==> src/rtl/mbc_pkg.sv <==
package mbc_pkg;
   typedef enum logic [2:0] {
      OP_HOLD,
      OP_CNT_CLR,
      OP_MASK_CLR,
      OP_CNT_LOAD,
      OP_MASK_LOAD,
      OP_STEP
   } mbc_op_e;
endpackage

==> src/rtl/mbc_cmd_decode.sv <==
module mbc_cmd_decode
   import mbc_pkg::*;
(
   input  logic    clr_cnt,
   input  logic    clr_mask,
   input  logic    load_strobe,
   input  logic    mask_sel,
   input  logic    cnt_en,
   output mbc_op_e op
);
   // Fixed priority chain: clears first, loads next, advance last.
   always_comb begin
      if (clr_cnt)                      op = OP_CNT_CLR;
      else if (clr_mask)                op = OP_MASK_CLR;
      else if (load_strobe && !mask_sel) op = OP_CNT_LOAD;
      else if (load_strobe)             op = OP_MASK_LOAD;
      else if (cnt_en)                  op = OP_STEP;
      else                              op = OP_HOLD;
   end
endmodule

==> src/rtl/mbc_mask_reg.sv <==
module mbc_mask_reg
   import mbc_pkg::*;
#(
   parameter int AW = 16
) (
   input  logic          clk,
   input  logic          rst_n,
   input  mbc_op_e       op,
   input  logic [AW-1:0] din,
   output logic [AW-1:0] mask
);
   logic [AW-1:0] mask_q;

   always_ff @(posedge clk or negedge rst_n) begin
      if (!rst_n)                  mask_q <= '1;
      else if (op == OP_MASK_CLR)  mask_q <= '1;
      else if (op == OP_MASK_LOAD) mask_q <= din;
   end

   assign mask = mask_q;

   AST_MASK_HOLD: assert property (@(posedge clk) disable iff (!rst_n)
      (op != OP_MASK_CLR && op != OP_MASK_LOAD) |=> $stable(mask_q));
endmodule

==> src/rtl/mbc_count_core.sv <==
module mbc_count_core
   import mbc_pkg::*;
#(
   parameter int AW = 16
) (
   input  logic          clk,
   input  logic          rst_n,
   input  mbc_op_e       op,
   input  logic [AW-1:0] din,
   input  logic [AW-1:0] mask,
   output logic [AW-1:0] cnt,
   output logic          full
);
   localparam logic [AW-1:0] ONE = AW'(1);

   logic [AW-1:0] cnt_q, mir_q, cnt_d, mir_d;
   logic [AW-1:0] filled, bumped, stepped;

   // Frozen bits are forced to one so a carry ripples through a frozen bit 0.
   assign filled = cnt_q | ~mask;
   assign bumped = filled + ONE;

   generate
      for (genvar i = 0; i < AW; i++) begin : g_merge
         assign stepped[i] = mask[i] ? bumped[i] : cnt_q[i];
      end
   endgenerate

   assign full = ((cnt_q & mask) == mask);

   always_comb begin
      cnt_d = cnt_q;
      mir_d = mir_q;
      unique case (op)
         OP_CNT_CLR: begin
            cnt_d = cnt_q & ~mask;
            mir_d = cnt_q & ~mask;
         end
         OP_CNT_LOAD: begin
            cnt_d = din;
            mir_d = din;
         end
         OP_STEP:  cnt_d = full ? mir_q : stepped;
         default: ;
      endcase
   end

   always_ff @(posedge clk or negedge rst_n) begin
      if (!rst_n) begin
         cnt_q <= '0;
         mir_q <= '0;
      end else begin
         cnt_q <= cnt_d;
         mir_q <= mir_d;
      end
   end

   assign cnt = cnt_q;

   AST_FROZEN_BITS: assert property (@(posedge clk) disable iff (!rst_n)
      ((op == OP_STEP && !full) || op == OP_CNT_CLR)
         |=> (((cnt_q ^ $past(cnt_q)) & ~$past(mask)) == '0));
   AST_CNT_HOLD: assert property (@(posedge clk) disable iff (!rst_n)
      (op inside {OP_HOLD, OP_MASK_CLR, OP_MASK_LOAD}) |=> $stable(cnt_q));
   AST_MIRROR_HOLD: assert property (@(posedge clk) disable iff (!rst_n)
      (op inside {OP_HOLD, OP_MASK_CLR, OP_MASK_LOAD, OP_STEP}) |=> $stable(mir_q));
   AST_WRAP_RELOAD: assert property (@(posedge clk) disable iff (!rst_n)
      (op == OP_STEP && full) |=> (cnt_q == $past(mir_q)));
   AST_LOAD_SYNC: assert property (@(posedge clk) disable iff (!rst_n)
      (op == OP_CNT_LOAD) |=> (cnt_q == mir_q));
endmodule

==> src/rtl/masked_burst_counter.sv <==
module masked_burst_counter
   import mbc_pkg::*;
#(
   parameter int AW = 16
) (
   input  logic          clk,
   input  logic          rst_n,
   input  logic          clr_cnt,
   input  logic          clr_mask,
   input  logic          load_strobe,
   input  logic          mask_sel,
   input  logic          cnt_en,
   input  logic [AW-1:0] addr_in,
   output logic [AW-1:0] addr_out,
   output logic          wrap_irq_n
);
   generate
      if (AW < 15 || AW > 18) begin : g_bad_width
         $error("masked_burst_counter: AW must lie in 15..18");
      end
   endgenerate

   mbc_op_e       op;
   logic [AW-1:0] mask;
   logic          full;

   mbc_cmd_decode u_dec (
      .clr_cnt     (clr_cnt),
      .clr_mask    (clr_mask),
      .load_strobe (load_strobe),
      .mask_sel    (mask_sel),
      .cnt_en      (cnt_en),
      .op          (op)
   );

   mbc_mask_reg #(.AW(AW)) u_mask (
      .clk   (clk),
      .rst_n (rst_n),
      .op    (op),
      .din   (addr_in),
      .mask  (mask)
   );

   mbc_count_core #(.AW(AW)) u_core (
      .clk   (clk),
      .rst_n (rst_n),
      .op    (op),
      .din   (addr_in),
      .mask  (mask),
      .cnt   (addr_out),
      .full  (full)
   );

   assign wrap_irq_n = ~full;

   AST_IRQ_AFTER_RESET: assert property (@(posedge clk) disable iff (!rst_n)
      (clr_mask && !clr_cnt) |=> (wrap_irq_n == (addr_out != '1)));
endmodule

==> config.mk <==
export PLATFORM = sky130hd
export DESIGN_NAME = masked_burst_counter
export DESIGN_NICKNAME = d
export VERILOG_FILES = /design/src/rtl/mbc_pkg.sv /design/src/rtl/mbc_cmd_decode.sv /design/src/rtl/mbc_mask_reg.sv /design/src/rtl/mbc_count_core.sv /design/src/rtl/masked_burst_counter.sv
export SDC_FILE = /design/constraint.sdc
export NUM_CORES = 1
export LEC_CHECK = 0
export BUFFER_PORTS_ARGS = -buffer_cell sky130_fd_sc_hd__buf_2
export CORE_ASPECT_RATIO = 0.6
export CORE_MARGIN = 5
export CORE_UTILIZATION = 50
export CTS_BUF_LIST = sky130_fd_sc_hd__clkbuf_8
export DETAILED_ROUTE_END_ITERATION = 16
export GPL_TIMING_DRIVEN = 0
export PLACE_DENSITY = 0.8
export SYNTH_ARGS = -nofsm -noshare
export SYNTH_HDL_FRONTEND = slang
export SYNTH_SLANG_ARGS = --single-unit
==> constraint.sdc <==
create_clock -name clk -period 2.3 [get_ports clk]
set_input_delay 0.23 -clock clk [delete_from_list [all_inputs] [get_ports clk]]
set_output_delay 0.23 -clock clk [all_outputs]
set_load 0.02 [all_outputs]
Word level (Yosys, flattened, before mapping)
Index checks and enable logic that the tools add are counted.
Widths: inputs -> output; s select.

operators by class
  add/sub/neg operators = 1
  reduce and logical (&&, ||, !) cells = 21
  equal/unequal tests = 22
  muxes and demuxes = 26
  bitwise operators = 5

operators by type and width
  operator               number
  $mux 16                3
  $ne 3x3->1 const B     16
  $pmux 16 s3            1
  $and 16x16->16         2
  $pmux 16 s2            1
  $reduce_and 2->1       16
  $add 16x1->16 const B  1
  $eq 16x16->1           1
  $mux 1                 16
  $not 16->16            1
  $or 16x16->16          1
  $mux 3                 5
  $eq 3x2->1 const B     2
  $eq 3x3->1 const B     2
  $reduce_bool 2->1      2
  $eq 3x1->1 const B     1
  $reduce_bool 3->1      1
  $logic_and 1x1->1      1
  $logic_not 1->1        1
  $not 1->1              1

word-level totals
  input bits = 23
  logic and storage cells = 93
  output and inout port bits = 17
  register bits after elaboration = 48

Depth between registers and ports, before layout
Gate-level depths: netlist of run 1.

  word-level depth = 8
  depth in mapped cells = 8
  gate-level depth less buffers = 7

Modules after synthesis
From an unflattened synthesis of run 1, not the netlist that was laid out.

unflattened totals
  cell total of the unflattened synthesis = 399
  area total of the unflattened synthesis = 3405.8 µm²

by module, submodules not included
  module                times used  sequential area each (µm²)  area each (µm²)  cells each
  mbc_count_core        1           800.8                       2436.1           299
  mbc_mask_reg          1           420.4                       922.1            91
  mbc_cmd_decode        1           0.0                         43.8             8
  masked_burst_counter  1           0.0                         3.8              1

Worst setup path after synthesis of run 1
Ideal clock, no wire load.

  kind = register to register
  start point = reg u_mask.mask_q[2] (netlist: u_mask.mask[2])
  end point = reg u_core.cnt_q[6] (netlist: u_core.cnt[6])
  clock period less this slack = 2084 ps
  arrival time = 1959 ps
  setup time = 125 ps
  data required time = 2175 ps
  stages on the path, launching flop included = 8
  setup slack = 216 ps
  buffers on the path = 1
  cells stage by stage = dfstp_2 or2b_2 nand4_2 nor4b_4 and2_1 buf_6 o31ai_1 mux2_2

on the way
  longest elaborated chain between the ends = 6
  elaborated cells on any way between the ends = 10
  those cells by class = add/sub: 1; eq/ne: 2; mux: 3; bitwise: 3; reduce/logical: 1

ends and longest elaborated chain
  item                    line                  source
  from (decl)             mbc_mask_reg.sv:12    logic [AW-1:0] mask_q;
  from (signal assigned)  mbc_mask_reg.sv:17    else if (op == OP_MASK_LOAD) mask_q <= din;
  $not 16->16             mbc_count_core.sv:20  assign filled = cnt_q | ~mask;
  $or 16x16->16           mbc_count_core.sv:20
  $add 16x1->16           mbc_count_core.sv:21  assign bumped = filled + ONE;
  $mux 1                  mbc_count_core.sv:25  assign stepped[i] = mask[i] ? bumped[i] : cnt_q[i];
  $mux 16                 mbc_count_core.sv:43  OP_STEP: cnt_d = full ? mir_q : stepped;
  $pmux 16 s3             mbc_count_core.sv:34  unique case (op)
  to (signal assigned)    mbc_count_core.sv:53  cnt_q <= cnt_d;
  to (decl)               mbc_count_core.sv:16  logic [AW-1:0] cnt_q, mir_q, cnt_d, mir_d;

Several ways; a longest one is shown, not always the timed one. The select of a mux whose other input is x is not followed.
A chain may end at the register's enable or synchronous reset.

Worst setup path in the final report of run 1
  start point = reg u_mask.mask_q[3] (netlist: u_mask.mask[3])
  end point = out wrap_irq_n

on the way
  longest elaborated chain between the ends = 3

ends and longest elaborated chain
  item            line                        source
  $and 16x16->16  mbc_count_core.sv:29        assign full = ((cnt_q & mask) == mask);
  $eq 16x16->1 *  mbc_count_core.sv:29
  $not 1->1 *     masked_burst_counter.sv:54  assign wrap_irq_n = ~full;
  to (decl)       masked_burst_counter.sv:15  output logic wrap_irq_n

Mark *: on every way between the ends. The rest lies on a longest branch, timed or not.

==> results by stage, run 1 <==
Status:
- The flow ran to the end, and the final reports show no timing, DRC or antenna violations.

Final layout:
- In the layout the commonest cells are nand2_1, buf_2, dfrtp_1.
- The final net count is 448.
- The utilization of the core after routing is 0.596.
- The ratio of cells with drive above 1 in the final layout is 0.241.
- The number of antenna diodes in the final layout is 0.
- The leading cell type in the layout, fill and taps excluded is nand2_1.
- From synthesis to final layout, the design area changed by 15.0%.

Power:
- The overall power consumption is slightly above 2 mW.
- The internal power of the cells totals 1.36 mW.
- For this design the total switching power over the nets is 0.713 mW.
- IR analysis of the VDD net gives a maximum drop of between 0.0003 and 0.0004 V.
- Dividing total power by cell area gives a power density of 565 mW/mm^2.
- The power share of the combinational group is 0.245.
- Summed over all cells, the static leakage comes to 1.56 nW.
- The portion of total power attributed to the clock network is 0.266.
- Of the total power, the share spent switching nets is 0.343.
- Of the total power, registers draw 0.489.

Timing:
- Timing would allow up to ~440 MHz.
- The number of endpoints with negative hold slack in the final report is 0.
- The summed negative setup slack over all endpoints is 0 ns.
- Measured against its own limit, the worst slew margin works out to 0.270.
- Across all hold checks on the routed design, the worst slack comes to 0.102 ns.
- Setup violations remaining at the end of the flow were counted as 0.
- The actual slew at the worst max-slew pin is 1.09 ns.
- After layout, the minimum clock period comes to 2.26 ns.
- The total count of max-transition violations in the final report is 0.
- The ratio of final minimum period to clock period is 0.984.
- The clock arrives with 0.00612 ns of skew.
- Setup repair after global routing left no endpoint under its margin.

Clocking:
- The maximum level of the CTS H-tree is 2.
- The later pin in the worst-skew pair is clocked with a latency of 0.32 ns.
- The clock-pin slew of the registers on the worst-case setup and hold paths is around 0.090 ns.
- The clock drives 48 sinks.
- Counting along the longest clock path gives a buffer depth of 2.
- The clock tree from TritonCTS is done.
- The number of buffers added by the clock tree synthesis step is 5.
- In this run the clock root is driven by a clkbuf_8.

Global routing:
- The global-route wire length before repair is 16.7 mm.
- The initial antenna violation count came to 0.
- For met3 alone, demand over resource in global routing was 0.0533.
- met1 is the most crowded layer.
- The number of global-route vias before repair came to 3201.
- The largest net degree at the start of global routing is just under 50.
- The global-route track usage on met2 is 0.374.
- The global-route total usage across every layer is 0.262.
- The fraction of met1 tracks used by global routing is 0.385.
- The global-route congestion overflow total is 0.

Detailed routing:
- Summed over all layers, the routed wires come to 10.5 mm.
- The number of nets with antenna violations after detailed routing is 0.
- The average via count per standard cell is around 6.4.
- The detailed-routing iteration count for the pre-antenna-repair pass is 5.
- After detailed routing, the number of remaining DRC violations is 0.
- The number of DRC markers in iteration 0 is between 300 and 400.
- The total number of vias is 3256.
- After detailed routing, the average wire length per cell comes to 20.8 um.

Yosys:
- The most instantiated flip-flop cell in the synthesis netlist is dfrtp_1.
- The part of the Yosys area used for sequential elements is 0.382.
- Synthesis inferred 48 register bits.
- Yosys printed 0 warnings.
- Of the post-synthesis cell area, the dominant cell type holds 0.251.
- The synthesized design contains 0 enable-type register cells.
- Of all flip-flops after synthesis, the portion carrying an async set or reset was 1.00.
- The number of different library cells used by synthesis comes to 60.
- The mean instance size in the synthesized netlist is 8.56 sq um.
- The post-synthesis instance area is 0.00319 sq mm.
- By area the synthesized netlist is led by dfrtp_1, dfstp_2, nand2_1.
- The largest total area in the synthesized netlist belongs to dfrtp_1.
- Synthesis produced a netlist with a net count of 398.
- Counting every instance in the synthesized netlist gives 373.

Place:
- During placement, the flow inserted port buffers numbering 38.
- Summed over all nets, the half-perimeter wirelength after detailed placement is between 7 and 8 mm.
- Routability-driven placement finished with a final weighted congestion of 0.928.

Floorplan:
- The width of the die is 113 um.
- The die covers 0.00814 sq mm.
- During I/O placement, the number of pins put on the boundary was 40.
- For this configuration, the core starts out at a cell density of 0.518.
- The floorplan has 22 rows.
- The total area inside the core boundary comes to between 0.006 and 0.007 sq mm.
- The die span in y is roughly 70 um.

Setup path:
- The kind of end point of the critical path is an output pin.
- The worst setup path is launched from a flip-flop.
- The kind of critical path is reg2out.
- Data arrives at the worst endpoint at approximately 2.0 ns.
- The endpoint required time on the critical path is about 2.1 ns.
- The maximum fanout along the worst path is 9.

Run:
- Across the run, the number of max-cap violations was 0.

Min path:
- The type of the worst min-delay path is in2reg.
==> Yosys cell counts (4+ instances only) <==
master / count
a21oi_1: 27
a22oi_1: 4
a31oi_1: 10
a32oi_1: 7
buf_2: 7
clkbuf_1: 11
dfrtp_1: 32
dfstp_2: 16
inv_1: 9
mux2_2: 5
mux2i_1: 4
nand2_1: 52
nand2b_1: 9
nand3_1: 14
nor2_1: 25
nor2b_1: 4
nor3_1: 8
nor3b_1: 15
o211ai_1: 10
o21a_1: 5
o21ai_0: 26
o31ai_1: 8
or2b_2: 4
==> layer usage <==
metal	wire, um	share of wire
met5	0	0
met4	219	0.021
met3	1260	0.12
met2	4290	0.41
met1	4780	0.45
==> logic make-up (layout without fill, tap and decap cells) <==
group / count (synthesis) / in the layout / share of synthesized area
mux: 9 / 9 / 0.0302
compound gates: 123 / 123 / 0.253
fa+ha+maj: 2 / 2 / 0.00783
simple gates: 153 / 153 / 0.266
xor+xnor: 5 / 5 / 0.0137
buf+inv: 33 / 84 / 0.0474
flops: 48 / 48 / 0.382
==> power by group through the flow <==
stage / combinational, mW / clock (mW) / sequential [mW]
floorplan: 0.294 / 0 / 1.03
global placement: 0.462 / 0 / 1.02
detailed placement: 0.474 / 0 / 1.02
CTS: 0.488 / 0.542 / 1.01
global route: 0.554 / 0.581 / 1.03
finish: 0.509 / 0.552 / 1.02
==> worst max-delay path, stage by stage (launching register included) <==
cell,delay [ns]
dfstp_2,0.55
or2b_2,0.36
nand4_4,0.13
nor4b_4,0.06
and2_1,0.18
buf_6,0.14
inv_2,0.11
buf_2,0.18
==> flip-flops by register name (all words and copies together), names as in the netlist <==
register,count
u_core.cnt,16
u_mask.mask,16
u_core.mir_q,16
==> cell type report <==
| type | instances | area (sq um) |
|---|---|---|
| multi-input cells | 292 | 1880 |
| fillers | 563 | 2490 |
| plain buffers | 22 | 110 |
| clock inverters | 2 | 7.51 |
| repair buffers | 43 | 228 |
| inverters | 11 | 41.3 |
| clock buffers | 6 | 82.6 |
| well taps | 84 | 105 |
| flip-flops and latches | 48 | 1220 |
==> path summary, 6_finish.rpt <==
path	from	endpoint	slack, ns	cells after the start
max	u_mask.mask[3]	wrap_irq_n	0.04	7
min	addr_in[13]	u_mask.mask[13]	0.10	3
max reg2reg	u_mask.mask[3]	u_core.cnt[2]	0.11	7
min reg2reg	u_core.mir_q[2]	u_core.mir_q[2]	0.50	2
max in group asynchronous	rst_n	u_core.cnt[11]	1.45	1
min in group asynchronous	rst_n	u_core.mir_q[4]	0.11	1
==> metrics by stage <==
stage,setup WS (ns),area [sq um],instances
after CTS,-0.00144,3630,504
after floorplan,0.216,3190,373
after global placement,0.0273,3490,495
after global routing,0.000191,3670,508
after detailed placement,-0.0237,3490,495
final,0.0360,3670,508
==> timing repair <==
action	CTS	global route
pin swaps	2	3
setup buffers	1	4
hold buffers	0	0
gates resized for setup	6	6
setup endpoints to repair	5	2
gates cloned	0	0
(Power assumes the default switching activity.)
==> inputs of run 2 (changes only) <==
--- a/config.mk
+++ b/config.mk
@@ -15,4 +15,5 @@
 export PLACE_DENSITY = 0.8
 export SYNTH_ARGS = -nofsm -noshare
 export SYNTH_HDL_FRONTEND = slang
+export SYNTH_HIERARCHICAL = 1
 export SYNTH_SLANG_ARGS = --single-unit
==> run 2 against run 1 <==
Effect of this change:
- critical endpoint unchanged
- highest routed layer unchanged
- hold slack improved by 0.011 ns
- clock-buffer cell count shrank 1
- via count grew 6.8%
- clock skew up 0.0023 ns
- area after synthesis rose by 6.6%
- cell count up 6.3%
==> results by stage, run 2 <==
Setup path:
- The kind of end point of the critical path is an output pin (unchanged).
- The maximum fanout along the worst path is 8 (was 9).
- The endpoint required time on the critical path came to 2.07 ns (about the same).
- The standard cell with the maximum stage delay on the critical path is dfstp_2 (unchanged).
- The data arrival at the endpoint of the critical path is 2.02 ns (was 2.03 ns).
- The kind of critical path is reg2out (unchanged).
- Cells along the critical path: or2b_2 > nand4_4 > nor3_4 > nand2_2 > inv_2 > inv_1 > buf_2 (was or2b_2 > nand4_4 > nor4b_4 > and2_1 > buf_6 > inv_2 > buf_2).
- The startpoint type of the worst setup path is a flip-flop (unchanged).
- The critical path's largest stage delay was 0.57 ns (was 0.55 ns).

Yosys:
- The share of synthesized cell area in full adder, half adder and majority cells is 0.00367 (was 0.00783).
- The dominant combinational cell family by area after synthesis was compound AO/OA/AOI/OAI gates (was simple AND/OR/NAND/NOR gates).
- The total nets after synthesis is 423 (was 398).
- The cell taking the most area after synthesis is dfrtp_1 (unchanged).
- The number of unique standard cell types used by synthesis is 64 (was 60).
- The yosys synthesis warning count is 6 (was 0).
- The most instantiated flip-flop cell in the synthesis netlist is dfrtp_1 (unchanged).
- The async set-reset flop share out of synthesis is 1.00 (unchanged).
- The post-synthesis instance area is 0.00341 sq mm (was 0.00319 sq mm).
- The multiplexer share of the synthesized area is 0.0301 (was 0.0302).
- The number of standard cells after synthesis is 399 (was 373).
- The synthesized flop and latch total came to 48 (unchanged).
- The number of synthesized flops with an enable pin is 0 (unchanged).
- Area contributors post-synth: dfrtp_1, dfstp_2, a21oi_1 (was dfrtp_1, dfstp_2, nand2_1).
- The part of the Yosys area used for sequential elements is 0.359 (was 0.382).
- The most common cell in the synthesized netlist is nor2_1 (was nand2_1).
- The xor/xnor cell area share of the yosys netlist is 0.0154 (was 0.0137).
- The synthesized-area fraction occupied by ao, oa, aoi and oai cells is 0.271 (was 0.253).
- The mean instance size in the synthesized netlist is 8.54 sq um (was 8.56 sq um).
- The synthesized-area fraction occupied by and/or/nand/nor cells was 0.252 (was 0.266).
- The share of the synthesized area in the top cell type is 0.235 (was 0.251).
- Leading post-synthesis cells by instance count: nor2_1, a21oi_1, dfrtp_1 (was nand2_1, dfrtp_1, a21oi_1).

Place:
- The placement-stage cell area came to 0.00371 sq mm (was 0.00349 sq mm).
- The number of placed cells counting well taps is 525 (was 495).
- The estimated wirelength of the detail-placed design was 7.83 mm (was 7.37 mm).
- The routability congestion estimate from global placement was 0.977 (was 0.928).
- The count of port buffers added during placement came to 39 (was 38).

Floorplan:
- The standard cell core area is 0.00665 sq mm (was 0.00617 sq mm).
- The initial core utilization is 0.512 (was 0.518).
- The width of the die came to 117 um (was 113 um).
- The die span in y is 73.9 um (was 71.9 um).
- The placement row count is 23 (was 22).
- The number of top-level pins is 40 (unchanged).
- The total die area is 0.00862 sq mm (was 0.00814 sq mm).

Final layout:
- The final net count came to 476 (was 448).
- The number of antenna cells inserted is 0 (unchanged).
- The synthesis-to-finish area growth came to 15.9% (was 15.0%).
- The leading cell type in the layout, fill and taps excluded is nor2_1 (was nand2_1).
- The cell area after layout is 0.00395 sq mm (was 0.00367 sq mm).
- The utilization of the core after routing is 0.594 (was 0.596).
- The ratio of cells with drive above 1 in the final layout is 0.280 (was 0.241).
- The number of non-filler instances in the completed layout is 540 (was 508).
- Leading cell types in the layout, fill and taps excluded: nor2_1, buf_2, a21oi_1 (was nand2_1, buf_2, dfrtp_1).

Timing:
- The worst clock skew is 0.00841 ns (was 0.00612 ns).
- The actual slew at the worst max-slew pin is 1.12 ns (was 1.09 ns).
- The worst slew margin relative to its limit is 0.255 (was 0.270).
- The total count of max-transition violations in the final report is 0 (unchanged).
- The maximum operating frequency was 444 MHz (was 442 MHz).
- The number of endpoints with negative hold slack in the final report was 0 (unchanged).
- The minimum period implied by the final worst setup slack is 2.25 ns (was 2.26 ns).
- The summed negative setup slack over all endpoints was 0 ns (unchanged).
- The final setup violation count is 0 (unchanged).
- The ratio of final minimum period to clock period is 0.979 (was 0.984).

Detailed routing:
- The total number of vias is 3479 (was 3256).
- The final wirelength is 11.1 mm (was 10.5 mm).
- The average via count per standard cell was 6.44 (was 6.41).
- The number of nets with antenna violations after detailed routing is 0 (unchanged).
- The wire length per cell came to 20.6 um (was 20.8 um).
- The detailed-route DRC error count is 0 (unchanged).
- The number of DRC markers in iteration 0 was 499 (was 376).
- The detailed-routing iteration count for the pre-antenna-repair pass was 6 (was 5).

Global routing:
- The most heavily used metal layer in global routing is met1 (unchanged).
- The fraction of met1 tracks used by global routing came to 0.399 (was 0.385).
- The initial antenna violation count is 0 (unchanged).
- The met3 layer usage reported by global route is 0.0789 (was 0.0533).
- The global-route track usage on met2 is 0.376 (was 0.374).
- The global-route wire length before repair is 17.4 mm (was 16.7 mm).
- The global-route congestion overflow total was 0 (unchanged).
- The largest net degree at the start of global routing is 49 (unchanged).
- The number of global-route vias before repair is 3249 (was 3201).
- The global-route total usage across every layer is 0.266 (was 0.262).

Power:
- The power density over cell area is 925 mW/mm^2 (was 565 mW/mm^2).
- The leakage power is 1.66 nW (was 1.56 nW).
- The overall power consumption was 3.65 mW (was 2.08 mW).
- The worst ir drop on vdd was 0.000533 V (was 0.000314 V).

Status:
- Result of the run: finished clean (unchanged).

Clocking:
- The number of buffers added by the clock tree synthesis step is 5 (unchanged).
- The root buffer cell is clkbuf_8 (unchanged).
- The maximum level of the CTS H-tree came to 2 (unchanged).
- The clock latency at the later pin of the worst-skew pair is 0.32 ns (about the same).
- The total number of clock tree sinks is 48 (unchanged).
- The clock tree from TritonCTS was done (unchanged).
- The clock-pin slew of the registers on the worst-case setup and hold paths is 0.09 ns (about the same).
- The maximum count of clock buffers along a single path is 2 (unchanged).

Run:
- The max-cap violation count came to 0 (unchanged).

Min path:
- The type of the worst min-delay path is in2async (was in2reg).
-- run 2: cell type report --
type,instances,area (sq um)
fillers,587,2700
clock inverters,3,38.8
well taps,87,109
repair buffers,47,268
flip-flops and latches,48,1220
inverters,26,97.6
clock buffers,5,68.8
multi-input cells,300,2000
plain buffers,24,149
-- run 2: what timing repair did --
action,in CTS,in global routing
setup endpoints to repair,19,31
pin swaps,1,3
hold buffers,0,0
gates resized for setup,6,19
setup buffers,1,7
hold endpoints to repair,0,0
-- run 2: routing by layer --
| metal | vias to the layer above | share of wire |
|---|---|---|
| met5 | - | 0 |
| met4 | 0 | 0.013 |
| met3 | 22 | 0.13 |
| met2 | 240 | 0.41 |
| met1 | 1664 | 0.44 |
| li1 | 1553 | - |
-- run 2: cell families after synthesis --
| kind of cell | after synthesis |
|---|---|
| compound gates | 125 |
| xor+xnor | 6 |
| fa+ha+maj | 1 |
| buf+inv | 51 |
| flops | 48 |
| mux | 10 |
| simple gates | 158 |
-- run 2: per-stage QoR --
| step | hold slack, ns | setup WS (ns) |
|---|---|---|
| 2_1_floorplan | -0.0656 | 0.158 |
| 3_3_place_gp | 0.476 | -0.623 |
| 3_5_place_dp | 0.486 | -0.648 |
| 4_1_cts | 0.159 | -0.0103 |
| 5_1_grt | 0.189 | -0.00734 |
| 6_report | 0.112 | 0.0481 |
-- run 2: critical path, delay by kind of cell (launching register included) --
family | cells | cell delay [ns]
flops | 1 | 0.57
simple gates | 4 | 0.79
buf+inv | 3 | 0.36
-- run 2: path summary, 6_finish.rpt --
| path | to | cells after the start | startpoint | slack, ns |
|---|---|---|---|---|
| max in group asynchronous | u_core/cnt[10] | 1 | rst_n | 1.45 |
| worst min-delay path | u_core/cnt[10] | 1 | rst_n | 0.11 |
| worst max register to register | u_core/cnt[15] | 7 | u_mask/mask[1] | 0.15 |
| min in group clk | u_mask/mask[11] | 3 | addr_in[11] | 0.19 |
| worst max-delay path | wrap_irq_n | 7 | u_mask/mask[1] | 0.05 |
| worst min register to register | u_mask/mask[0] | 2 | u_mask/mask[0] | 0.50 |
-- run 2: where the power goes --
part	leakage (nW)	switching [mW]	internal, mW
combinational	1.05	0.986	0.681
clock	0.0593	0.303	0.319
sequential	0.550	0.249	1.12
==> inputs of run 3 (changes only) <==
--- a/config.mk
+++ b/config.mk
@@ -12,7 +12,7 @@
 export CTS_BUF_LIST = sky130_fd_sc_hd__clkbuf_8
 export DETAILED_ROUTE_END_ITERATION = 16
 export GPL_TIMING_DRIVEN = 0
-export PLACE_DENSITY = 0.8
+export PLACE_DENSITY_LB_ADDON = 0.2
 export SYNTH_ARGS = -nofsm -noshare
 export SYNTH_HDL_FRONTEND = slang
 export SYNTH_HIERARCHICAL = 1
==> run 3 against run 2 <==
Effect of this change:
- largest power group unchanged
- die area did not move
- hold slack improved by 0.0091 ns
- clock skew decreased by 0.0010 ns
- first-iteration DRC count down 3.0%
- worst setup slack better by 0.014 ns
- sequential power about the same
- combinational power decreased by 5%
- wire length is 0.40% lower
- non-clock buffer count fell by 5
==> results by stage, run 3 (synthesis results as in run 2) <==
Power:
- The power density over cell area is 904 mW/mm^2 (was 925 mW/mm^2).
- The part of the total power dissipated in sequential elements is 0.385 (was 0.374).
- The internal power was 2.01 mW (was 2.12 mW).
- The overall power consumption was 3.51 mW (was 3.65 mW).
- The power share of the combinational group was 0.449 (was 0.456).
- The worst ir drop on vdd is 0.000417 V (was 0.000533 V).
- The switching portion of total power is 0.428 (was 0.421).
- The total net switching power is 1.50 mW (was 1.54 mW).
- The leakage power is 1.64 nW (was 1.66 nW).
- The portion of total power attributed to the clock network came to 0.167 (was 0.170).

Place:
- The count of port buffers added during placement is 39 (unchanged).
- The estimated wirelength of the detail-placed design came to 7.77 mm (was 7.83 mm).
- The routability congestion estimate from global placement is 0.961 (was 0.977).
- The post-place setup slack came to -0.711 ns (was -0.648 ns).
- The placement-stage cell area was 0.00371 sq mm (unchanged).

Detailed routing:
- The detailed-routing iteration count for the pre-antenna-repair pass is 5 (was 6).
- The wire length per cell was 20.7 um (was 20.6 um).
- The total number of vias is 3388 (was 3479).
- The detailed-route DRC error count came to 0 (unchanged).
- The average via count per standard cell is 6.33 (was 6.44).
- The number of nets with antenna violations after detailed routing was 0 (unchanged).
- The number of DRC markers in iteration 0 is 484 (was 499).
- The final wirelength is 11.1 mm (about the same).

Final layout:
- The utilization of the core after routing is 0.585 (was 0.594).
- The cell area after layout is 0.00389 sq mm (was 0.00395 sq mm).
- The synthesis-to-finish area growth is 14.2% (was 15.9%).
- The number of antenna cells inserted was 0 (unchanged).
- The leading cell type in the layout, fill and taps excluded is nor2_1 (unchanged).
- The final net count is 471 (was 476).
- Leading cell types in the layout, fill and taps excluded: nor2_1, buf_2, a21oi_1 (unchanged).
- The ratio of cells with drive above 1 in the final layout is 0.270 (was 0.280).

Floorplan:
- The standard cell core area was 0.00665 sq mm (unchanged).
- The width of the die is 117 um (unchanged).
- The total die area is 0.00862 sq mm (unchanged).
- The initial core utilization came to 0.512 (unchanged).
- The placement row count is 23 (unchanged).
- The number of top-level pins was 40 (unchanged).
- The die span in y is 73.9 um (unchanged).

Global routing:
- The most heavily used metal layer in global routing was met1 (unchanged).
- The fraction of met1 tracks used by global routing is 0.405 (was 0.399).
- The number of global-route vias before repair is 3176 (was 3249).
- The global-route wire length before repair is 17.5 mm (was 17.4 mm).
- The global-route congestion overflow total is 0 (unchanged).
- The initial antenna violation count is 0 (unchanged).
- The met3 layer usage reported by global route is 0.0797 (was 0.0789).
- The largest net degree at the start of global routing came to 49 (unchanged).
- The global-route track usage on met2 came to 0.362 (was 0.376).
- The global-route total usage across every layer is 0.266 (about the same).

Timing:
- The total count of max-transition violations in the final report was 0 (unchanged).
- The post-route worst setup slack is 0.0624 ns (was 0.0481 ns).
- The number of endpoints with negative hold slack in the final report is 0 (unchanged).
- The ratio of final minimum period to clock period is 0.973 (was 0.979).
- The actual slew at the worst max-slew pin came to 1.11 ns (was 1.12 ns).
- The worst clock skew was 0.00738 ns (was 0.00841 ns).
- The final setup violation count is 0 (unchanged).
- The maximum operating frequency is 447 MHz (was 444 MHz).
- The minimum period implied by the final worst setup slack came to 2.24 ns (was 2.25 ns).
- The worst slew margin relative to its limit is 0.263 (was 0.255).
- Setup repair after global routing left no endpoint under its margin.

Setup path:
- The data arrival at the endpoint of the critical path is 2.46 ns (was 2.02 ns).
- The endpoint required time on the critical path was 2.52 ns (was 2.07 ns).
- The kind of critical path was reg2reg (was reg2out).
- The maximum fanout along the worst path is 9 (was 8).
- The kind of end point of the critical path is a flip-flop (was output pin).
- The startpoint type of the worst setup path was a flip-flop (unchanged).

Clocking:
- The clock latency at the later pin of the worst-skew pair came to 0.32 ns (about the same).
- The number of buffers inserted for hold repair after clock tree synthesis is 0 (unchanged).
- The maximum level of the CTS H-tree is 2 (unchanged).
- The maximum count of clock buffers along a single path was 2 (unchanged).
- The root buffer cell is clkbuf_8 (unchanged).
- The total number of clock tree sinks came to 48 (unchanged).
- The clock-pin slew of the registers on the worst-case setup and hold paths is 0.10 ns (was 0.09 ns).
- The number of buffers added by the clock tree synthesis step came to 5 (unchanged).
- The clock tree from TritonCTS is done (unchanged).

Run:
- The max-cap violation count is 0 (unchanged).

Min path:
- The type of the worst min-delay path is in2async (unchanged).

Status:
- Result of the run: finished clean (unchanged).
## run 3: area by class of cell
class,count,area [sq um]
clock buffer,7,96.3
tap,87,109
multi-input combinational,300,1990
fill,614,2760
inverter,26,100
sequential,48,1220
clock inverter,1,3.75
buffer,24,149
timing repair buffer,42,218
## run 3: critical path: stages (launching register included)
cell      delay (ns)
dfstp_2         0.58
or2b_2          0.35
nand4_4         0.19
nor3_4          0.08
buf_4           0.17
a21oi_2         0.31
o211ai_1        0.17
a211oi_1        0.28
## run 3: stage by stage
step / hold WS, ns / setup TNS, ns / instances
2_1_floorplan: -0.0656 / 0 / 399
3_3_place_gp: 0.484 / -11.88 / 525
3_5_place_dp: 0.490 / -12.93 / 525
4_1_cts: 0.161 / 0 / 534
5_1_grt: 0.182 / 0 / 535
6_report: 0.122 / 0 / 535
## run 3: metal layers
layer,part of all wire,vias to the layer above
met5,0,-
met4,0.011,0
met3,0.11,12
met2,0.41,208
met1,0.47,1618
li1,-,1550
## run 3: path summary, 6_finish.rpt
kind | to | depth (start not counted) | from | slack, ns
max | u_core/cnt[10] | 7 | u_mask/mask[3] | 0.06
min | u_core/mir_q[10] | 1 | rst_n | 0.12
max reg2reg | u_core/cnt[10] | 7 | u_mask/mask[3] | 0.06
min reg2reg | u_mask/mask[1] | 2 | u_mask/mask[1] | 0.50
max in group asynchronous | u_core/cnt[12] | 1 | rst_n | 1.43
min in group clk | u_mask/mask[11] | 3 | addr_in[11] | 0.20
## run 3: what timing repair did
| item | 4_1_cts | 5_1_grt |
|---|---|---|
| buffers inserted | 1 | 2 |
| gates resized for setup | 8 | 19 |
| pin swaps | 1 | 3 |
| endpoints found under the setup margin | 20 | 31 |
## run 3: power by group through the flow
stage	combinational (mW)	sequential [mW]	clock (mW)
6_report	1.58	1.35	0.586
5_1_grt	1.72	1.39	0.635
4_1_cts	1.53	1.34	0.591
3_5_place_dp	1.51	1.36	0
3_3_place_gp	1.48	1.35	0
2_1_floorplan	1.03	1.41	0
